File: src/rtl/sbuf_alloc_sched.sv
module sbuf_alloc_sched #(
  parameter int NUM_BUF      = 4,
  parameter int NUM_LOADS    = 16,
  parameter int ACC_W        = 2,
  parameter int PRI_W        = 4,
  parameter int DECAY_PERIOD = 64,
  localparam int LIDX_W = $clog2(NUM_LOADS),
  localparam int BIDX_W = $clog2(NUM_BUF),
  localparam int DCY_W  = $clog2(DECAY_PERIOD)
) (
  input  logic                     clk,
  input  logic                     rst_n,
  input  logic                     conf_mode,
  input  logic                     prio_mode,
  input  logic                     upd_valid,
  input  logic [LIDX_W-1:0]        upd_idx,
  input  logic                     upd_correct,
  input  logic                     miss_valid,
  input  logic [LIDX_W-1:0]        miss_idx,
  input  logic                     hit_valid,
  input  logic [BIDX_W-1:0]        hit_buf,
  input  logic [NUM_BUF-1:0]       buf_req,
  output logic                     alloc_valid,
  output logic [BIDX_W-1:0]        alloc_buf,
  output logic                     grant_valid,
  output logic [BIDX_W-1:0]        grant_buf,
  output logic [NUM_BUF-1:0]       buf_active,
  output logic [NUM_BUF*PRI_W-1:0] buf_pri
);
  localparam logic [ACC_W-1:0] ACC_MAX  = '1;
  localparam logic [ACC_W-1:0] ACC_GATE = ACC_W'(1 << (ACC_W-1));
  localparam logic [PRI_W-1:0] PRI_MAX  = '1;
  localparam logic [PRI_W-1:0] PRI_MID  = PRI_W'(1 << (PRI_W-1));

  logic [ACC_W-1:0]  acc   [NUM_LOADS];
  logic [NUM_LOADS-1:0] pend;
  logic [PRI_W-1:0]  pri   [NUM_BUF];
  logic [NUM_BUF-1:0] active;
  logic [BIDX_W-1:0] rr_ptr;
  logic [DCY_W-1:0]  dcnt;

  wire decay = dcnt == DCY_W'(DECAY_PERIOD - 1);
  wire [NUM_BUF-1:0] elig = buf_req & active;

  assign buf_active  = active;
  assign alloc_valid = miss_valid && (conf_mode ? (acc[miss_idx] >= ACC_GATE) : pend[miss_idx]);

  for (genvar g = 0; g < NUM_BUF; g++) begin : g_pri_out
    assign buf_pri[g*PRI_W +: PRI_W] = pri[g];
  end

  // victim selection: free slot first, else weakest active buffer
  logic              have_free;
  logic [BIDX_W-1:0] free_idx, weak_idx;
  always_comb begin
    have_free = 1'b0;
    free_idx  = '0;
    for (int i = NUM_BUF - 1; i >= 0; i--) begin
      if (!active[i]) begin
        have_free = 1'b1;
        free_idx  = BIDX_W'(i);
      end
    end
    weak_idx = '0;
    for (int i = 1; i < NUM_BUF; i++) begin
      if (pri[i] < pri[weak_idx]) weak_idx = BIDX_W'(i);
    end
  end
  assign alloc_buf = have_free ? free_idx : weak_idx;

  // port arbitration
  logic              pg_found, rg_found;
  logic [BIDX_W-1:0] pg_idx, rg_idx, rr_j;
  always_comb begin
    pg_found = 1'b0;
    pg_idx   = '0;
    for (int i = 0; i < NUM_BUF; i++) begin
      if (elig[i] && (!pg_found || pri[i] > pri[pg_idx])) begin
        pg_found = 1'b1;
        pg_idx   = BIDX_W'(i);
      end
    end
    rg_found = 1'b0;
    rg_idx   = '0;
    rr_j     = '0;
    for (int off = 0; off < NUM_BUF; off++) begin
      rr_j = rr_ptr + BIDX_W'(off);
      if (!rg_found && elig[rr_j]) begin
        rg_found = 1'b1;
        rg_idx   = rr_j;
      end
    end
  end
  assign grant_valid = prio_mode ? pg_found : rg_found;
  assign grant_buf   = prio_mode ? pg_idx : rg_idx;

  always_ff @(posedge clk) begin
    if (!rst_n) begin
      for (int l = 0; l < NUM_LOADS; l++) acc[l] <= '0;
      pend   <= '0;
      active <= '0;
      rr_ptr <= '0;
      dcnt   <= '0;
      for (int b = 0; b < NUM_BUF; b++) pri[b] <= '0;
    end else begin
      dcnt <= dcnt + 1'b1;
      if (upd_valid) begin
        if (upd_correct && acc[upd_idx] != ACC_MAX) acc[upd_idx] <= acc[upd_idx] + 1'b1;
        if (!upd_correct && acc[upd_idx] != '0)     acc[upd_idx] <= acc[upd_idx] - 1'b1;
      end
      if (miss_valid && !conf_mode) pend[miss_idx] <= !pend[miss_idx];
      if (alloc_valid) active[alloc_buf] <= 1'b1;
      if (!prio_mode && rg_found) rr_ptr <= rg_idx + 1'b1;
      for (int b = 0; b < NUM_BUF; b++) begin
        if (alloc_valid && alloc_buf == BIDX_W'(b)) begin
          pri[b] <= PRI_MID;
        end else if (hit_valid && hit_buf == BIDX_W'(b) && active[b]) begin
          if (!decay && pri[b] != PRI_MAX) pri[b] <= pri[b] + 1'b1;
        end else if (decay && pri[b] != '0) begin
          pri[b] <= pri[b] - 1'b1;
        end
      end
    end
  end
endmodule


File: config.mk
export PLATFORM = sky130hd
export DESIGN_NAME = sbuf_alloc_sched
export DESIGN_NICKNAME = d
export VERILOG_FILES = /design/src/rtl/sbuf_alloc_sched.sv
export SDC_FILE = /design/constraint.sdc
export NUM_CORES = 1
export LEC_CHECK = 0
export BUFFER_PORTS_ARGS = -buffer_cell sky130_fd_sc_hd__buf_2
export CAP_MARGIN = 0
export CORE_ASPECT_RATIO = 0.5
export CORE_MARGIN = 2
export CORE_UTILIZATION = 55
export CTS_CLUSTER_DIAMETER = 100
export DETAILED_ROUTE_END_ITERATION = 10
export HOLD_SLACK_MARGIN = 0.12
export PLACE_DENSITY = 0.87
export SYNTH_ARGS = -nofsm -noshare
export SYNTH_HDL_FRONTEND = slang
export SYNTH_SLANG_ARGS = --single-unit
File: constraint.sdc
create_clock -name clk -period 5.6 [get_ports clk]
set_input_delay 0.56 -clock clk [delete_from_list [all_inputs] [get_ports clk]]
set_output_delay 0.56 -clock clk [all_outputs]
set_load 0.005 [all_outputs]
Yosys cells after proc, flatten, opt, wreduce, memory -nomap -nowiden
Memory sizes are Yosys's and may differ from the RTL's.
Index checks and enable logic that the tools add are counted.
- bits in registers: 28
- memory bits (writable): 48
- input bits: 22
- output and inout port bits: 26
- word-level logic and storage cells: 240
- memories kept: 2
- add/subtract/negate cells: 15
- $lt $le $gt $ge: 15
- equal/unequal tests: 12
- mux-type cells: 122
- bitwise logic cells: 15
- reduce and logical (&&, ||, !) cells: 55
- memories (name ; depth ; bits a word ; read ports ; clocked after Yosys merged registers in ; write ports ; line ; text):
    acc ; 16 ; 2 ; 2 ; 0 ; 16 ; 35 ; logic [ACC_W-1:0] acc [NUM_LOADS];
    pri ; 4 ; 4 ; 8 ; 0 ; 4 ; 37 ; logic [PRI_W-1:0] pri [NUM_BUF];
- operator list (cell ; count):
    two-way mux 1 bit ; 85
    two-way mux 4 bit ; 13
    logical AND 1 bit ; 33
    two-way mux 2 bit ; 16
    adder 4 x 1 -> 4 bit (second input constant) ; 4
    bitwise mux 16 bit ; 1
    != test 4 bit (second input constant) ; 4
    nonzero test 4 bit ; 4
    subtractor 4 x 1 -> 4 bit (second input constant) ; 4
    less-than comparator 2 x 3 -> 1 bit (second input constant) ; 5
    OR 1 bit ; 13
    greater-than comparator 4 bit ; 3
    less-than comparator 4 bit ; 3
    zero test 1 bit ; 11
    binary-select mux 1 bit (select 2 bit) ; 4
    equality test 2 bit (second input constant) ; 4
    adder 2 x 1 -> 2 bit (second input constant) ; 3
    adder 6 x 1 -> 6 bit (second input constant) ; 1
    equality test 6 bit (second input constant) ; 1
    less-than comparator 4 x 5 -> 1 bit (second input constant) ; 1
    adder 2 bit (second input constant) ; 2
    bitwise AND 4 bit ; 1
    binary-select mux 1 bit (select 4 bit) ; 1
    demux 1 bit (select 4 bit) ; 1
    12 further kinds ; 16

Longest topological paths before layout
An unclocked memory read counts as a cell.
- depth after elaboration: 18
- depth in mapped cells: 26
- depth with buffers taken out: 26

Worst setup path before layout
Ideal clock, no wire load.
- kind: register to output
- from: mem pri[0][1]
- to: out grant_buf[1]
- arrival: 4346 ps
- data required time: 5040 ps
- slack: 694 ps
- cell stages (with the launch flop): 26
- buffers on the path: 0
- path through: edfxtp_1 -> inv_1 -> ha_1 -> nor2b_1 -> o211ai_1 -> nand2_1 -> a21oi_1 -> nor2_1 -> mux2i_1 -> ha_1 -> nor2b_1 -> o21ai_0 -> nand2b_1 -> a21oi_1 -> a41o_1 -> a21oi_1 -> mux2_2 -> ha_1 -> nor2b_1 -> o21ai_0 -> nand2b_1 -> a21oi_1 -> a41oi_1 -> a31oi_1 -> o21a_1 -> a21oi_1
- RTL lines (element ; line ; text):
    from (decl) ; 37 ;
    to (decl) ; 26 ; output logic [BIDX_W-1:0] grant_buf,

==> summary.txt <==
Outcome
  • Status: finished clean

STA
  • Slew Viols, Final: 0
  • Final setup viols: 0
  • Clk_skew: 0.00681 ns
  • Min cycle time layout: 5.48 ns
  • Final Hold Fails: 0
  • Unrepaired setup endpoints after global routing: yes
  • Worst setup margin: 0.125 ns
  • Max Fclk: 183 MHz
  • Slew margin rel.: 0.449
  • Slew @ Worst Pin: 0.827 ns
  • Period utilization: 0.978

Placed design
  • Dpl cells: 687
  • DP HPWL: 9060 um
  • I/O Buffers: 47
  • Cell Area, Placed: 5510 um2
  • Routability cong.: 0.950
  • Post-Place Setup Slack: 0.377 ns

Routing
  • Mean routed wirelength per cell: 18.7 um
  • DR iter-0 viols: 504
  • DRC errors left: 0
  • Iteration count of the initial detailed-routing pass: 6
  • WL final: 13300 um
  • Vias: 4651
  • Antenna Nets Post-Route: 0
  • Via/cell ratio: 6.54

Clock tree
  • H-tree depth: 3
  • Clk buf depth: 2
  • Clock insertion delay at the later pin of the skew report: 0.34 ns
  • TritonCTS clock tree: yes
  • Clock Tree Root: clkbuf_16
  • Reg clk slew, reported paths: 0.06 ns
  • Clk sinks: 76
  • CTS Buf Count: 9

GRT
  • First-pass GRT wire length: 20900 um
  • Vias in the first global route: 4363
  • Remaining Overflow, GRT: 0
  • Initial antenna violation count: 2
  • Largest net degree at the start of global routing: 52
  • Total Routing Usage GR: 0.260

Setup path
  • Worst Path Max Fanout: 5
  • WS Path Type: flip-flop to primary output
  • WP data required: 5.04 ns
  • Crit. End Element: primary output
  • Startpoint Class: flip-flop
  • Worst EP arrival: 4.92 ns

Hold path
  • Hold crit path type: flip-flop to flip-flop

Synth
  • Synth unique cells: 66
  • Ys flop type: edfxtp_1
  • Synthesized Nets: 590
  • Syn avg cell area: 9.66 um2
  • Async SR Flop Fraction: 0
  • Post-synthesis register bit count: 76
  • Ys Warns: 0
  • Synthesized area: 5220 um2
  • EDFF count, synth: 48
  • Syn Inst Count: 540
  • Seq/Total Area, Yosys: 0.384

Layout
  • Commonest non-fill, non-tap cell in the layout: nor2_1
  • Post-layout util: 0.632
  • Fillcell total: 693
  • Layout cells sized above 1: 0.199
  • Post-Layout Cell Count: 711
  • Fin nets: 634
  • Area Overhead vs Synth: 13.0%
  • Design Area, Final: 5900 um2
  • Leading cell types in the layout, fill and taps excluded: nor2_1, edfxtp_1, buf_2

Floorplan
  • Die H: 72.9 um
  • Starting Density: 0.560
  • Num rows: 25
  • Ports: 48
  • Die area: 10300 um2
  • Core area: 9320 um2
  • Die W: 142 um

Power and ir drop
  • Pwr Density: 258 nW/um2
  • Leakage power: 2.25 nW
  • Worst VDD drop: 0.000159 V

Job
  • Maxcap violations: 0
worst max-delay path, cell delays in order, from the launching register on:
cell      delay, ns
edfxtp_1       0.41
inv_2          0.09
ha_1           0.24
nor2b_1        0.13
o211ai_1       0.33
nand2_2        0.17
a21oi_4        0.20
nor2_4         0.07
buf_4          0.16
mux2i_2        0.16
ha_1           0.32
o21ai_1        0.07
nand2b_1       0.07
a21oi_1        0.06
a41o_1         0.21
a21oi_2        0.18
mux2_4         0.34
ha_4           0.27
nor2b_1        0.13
o21ai_1        0.10
nand2b_1       0.08
a21oi_1        0.06
a41oi_1        0.15
a31oi_1        0.06
o21a_1         0.24
a21oi_2        0.15
buf_2          0.12
power breakdown:
| group | total (W) | switching [W] | internal [W] | leakage (nW) |
|---|---|---|---|---|
| combinational | 0.000329 | 0.000192 | 0.000136 | 1.39 |
| clock | 0.000539 | 0.000228 | 0.000312 | 0.133 |
| sequential | 0.000651 | 0.0000284 | 0.000622 | 0.725 |
| total | 0.00152 | 0.000448 | 0.00107 | 2.25 |
timing repair:
item                                    4_1_cts  5_1_grt
gates resized for setup                       1       15
hold buffers                                  0        0
endpoints found under the setup margin        2       13
pin swaps                                     0        9
buffers inserted                              0        7
hold endpoints to repair                      0        0
layer usage:
layer	GRT usage	wire (um)	vias to the layer above	share of wire
li1	-	-	2147	-
met1	0.313	5390	2202	0.41
met2	0.448	6430	252	0.48
met3	0.0748	1090	48	0.082
met4	0.104	372	2	0.028
met5	0	11	-	0.00083
path summary, 6_finish.rpt:
check,startpoint,to,slack [ns],cells past startpoint
max reg2reg,pri[0][1]$_SDFFCE_PN0P_,pri[2][1]$_SDFFCE_PN0P_,0.38,21
max,pri[0][1]$_SDFFCE_PN0P_,grant_buf[1],0.12,26
min,dcnt[0]$_SDFF_PN0_,dcnt[0]$_SDFF_PN0_,0.47,1
min reg2reg,dcnt[0]$_SDFF_PN0_,dcnt[0]$_SDFF_PN0_,0.47,1
layout make-up:
| type | instances | area (um2) | share of cell area |
|---|---|---|---|
| antenna | 1 | 2.50 | 0.000424 |
| clock buffer | 12 | 246 | 0.0418 |
| clock inverter | 4 | 26.3 | 0.00446 |
| inverter | 23 | 86.3 | 0.0146 |
| multi-input combinational | 414 | 3050 | 0.517 |
| sequential | 76 | 2000 | 0.340 |
| tap | 121 | 151 | 0.0257 |
| timing repair buffer | 60 | 333 | 0.0565 |
per-stage QoR:
stage | TNS, ns | power [W] | hold WS [ns]
4_1_cts | 0 | 0.00148 | 0.478
3_5_place_dp | 0 | 0.000951 | 0.445
6_report | 0 | 0.00152 | 0.471
2_1_floorplan | 0 | 0.000867 | 0.421
3_3_place_gp | 0 | 0.000939 | 0.444
5_1_grt | -0.410 | 0.00158 | 0.504
Yosys cell counts, types with 10 or more instances:
cell type  count  area (um2)
nor3_1        14        70.1
o21ai_0       25         125
edfxtp_1      48        1440
nor2_1        68         255
nand2b_1      14        87.6
ha_1          28         350
mux4_2        15         338
dfxtp_1       28         561
nor2b_1       16         100
inv_1         22        82.6
o21ai_1       10        50.1
clkbuf_1      17        63.8
mux2i_1       16         160
or3_1         10        62.6
nand2_1       29         109
nand3_1       16        80.1
a21oi_1       30         150
flip-flops by register name, indices dropped and copies added, names as in the netlist:
signal,count
pri,16
acc,32
rr_ptr,2
dcnt,6
pend,16
buf_active,4
cells by family (layout without fill, tap and decap cells):
kind of cell	after synthesis	after routing	synth area share
and+or+nand+nor	208	208	0.204
DFF	76	76	0.384
muxes	38	38	0.118
other	0	1	0
adders and majority gates	28	28	0.0672
buffers and inverters	50	99	0.0429
AOI/OAI and AO/OA	136	136	0.177
xor gates and xnor gates	4	4	0.00672
No activity file was read; power rests on OpenSTA's default activity.
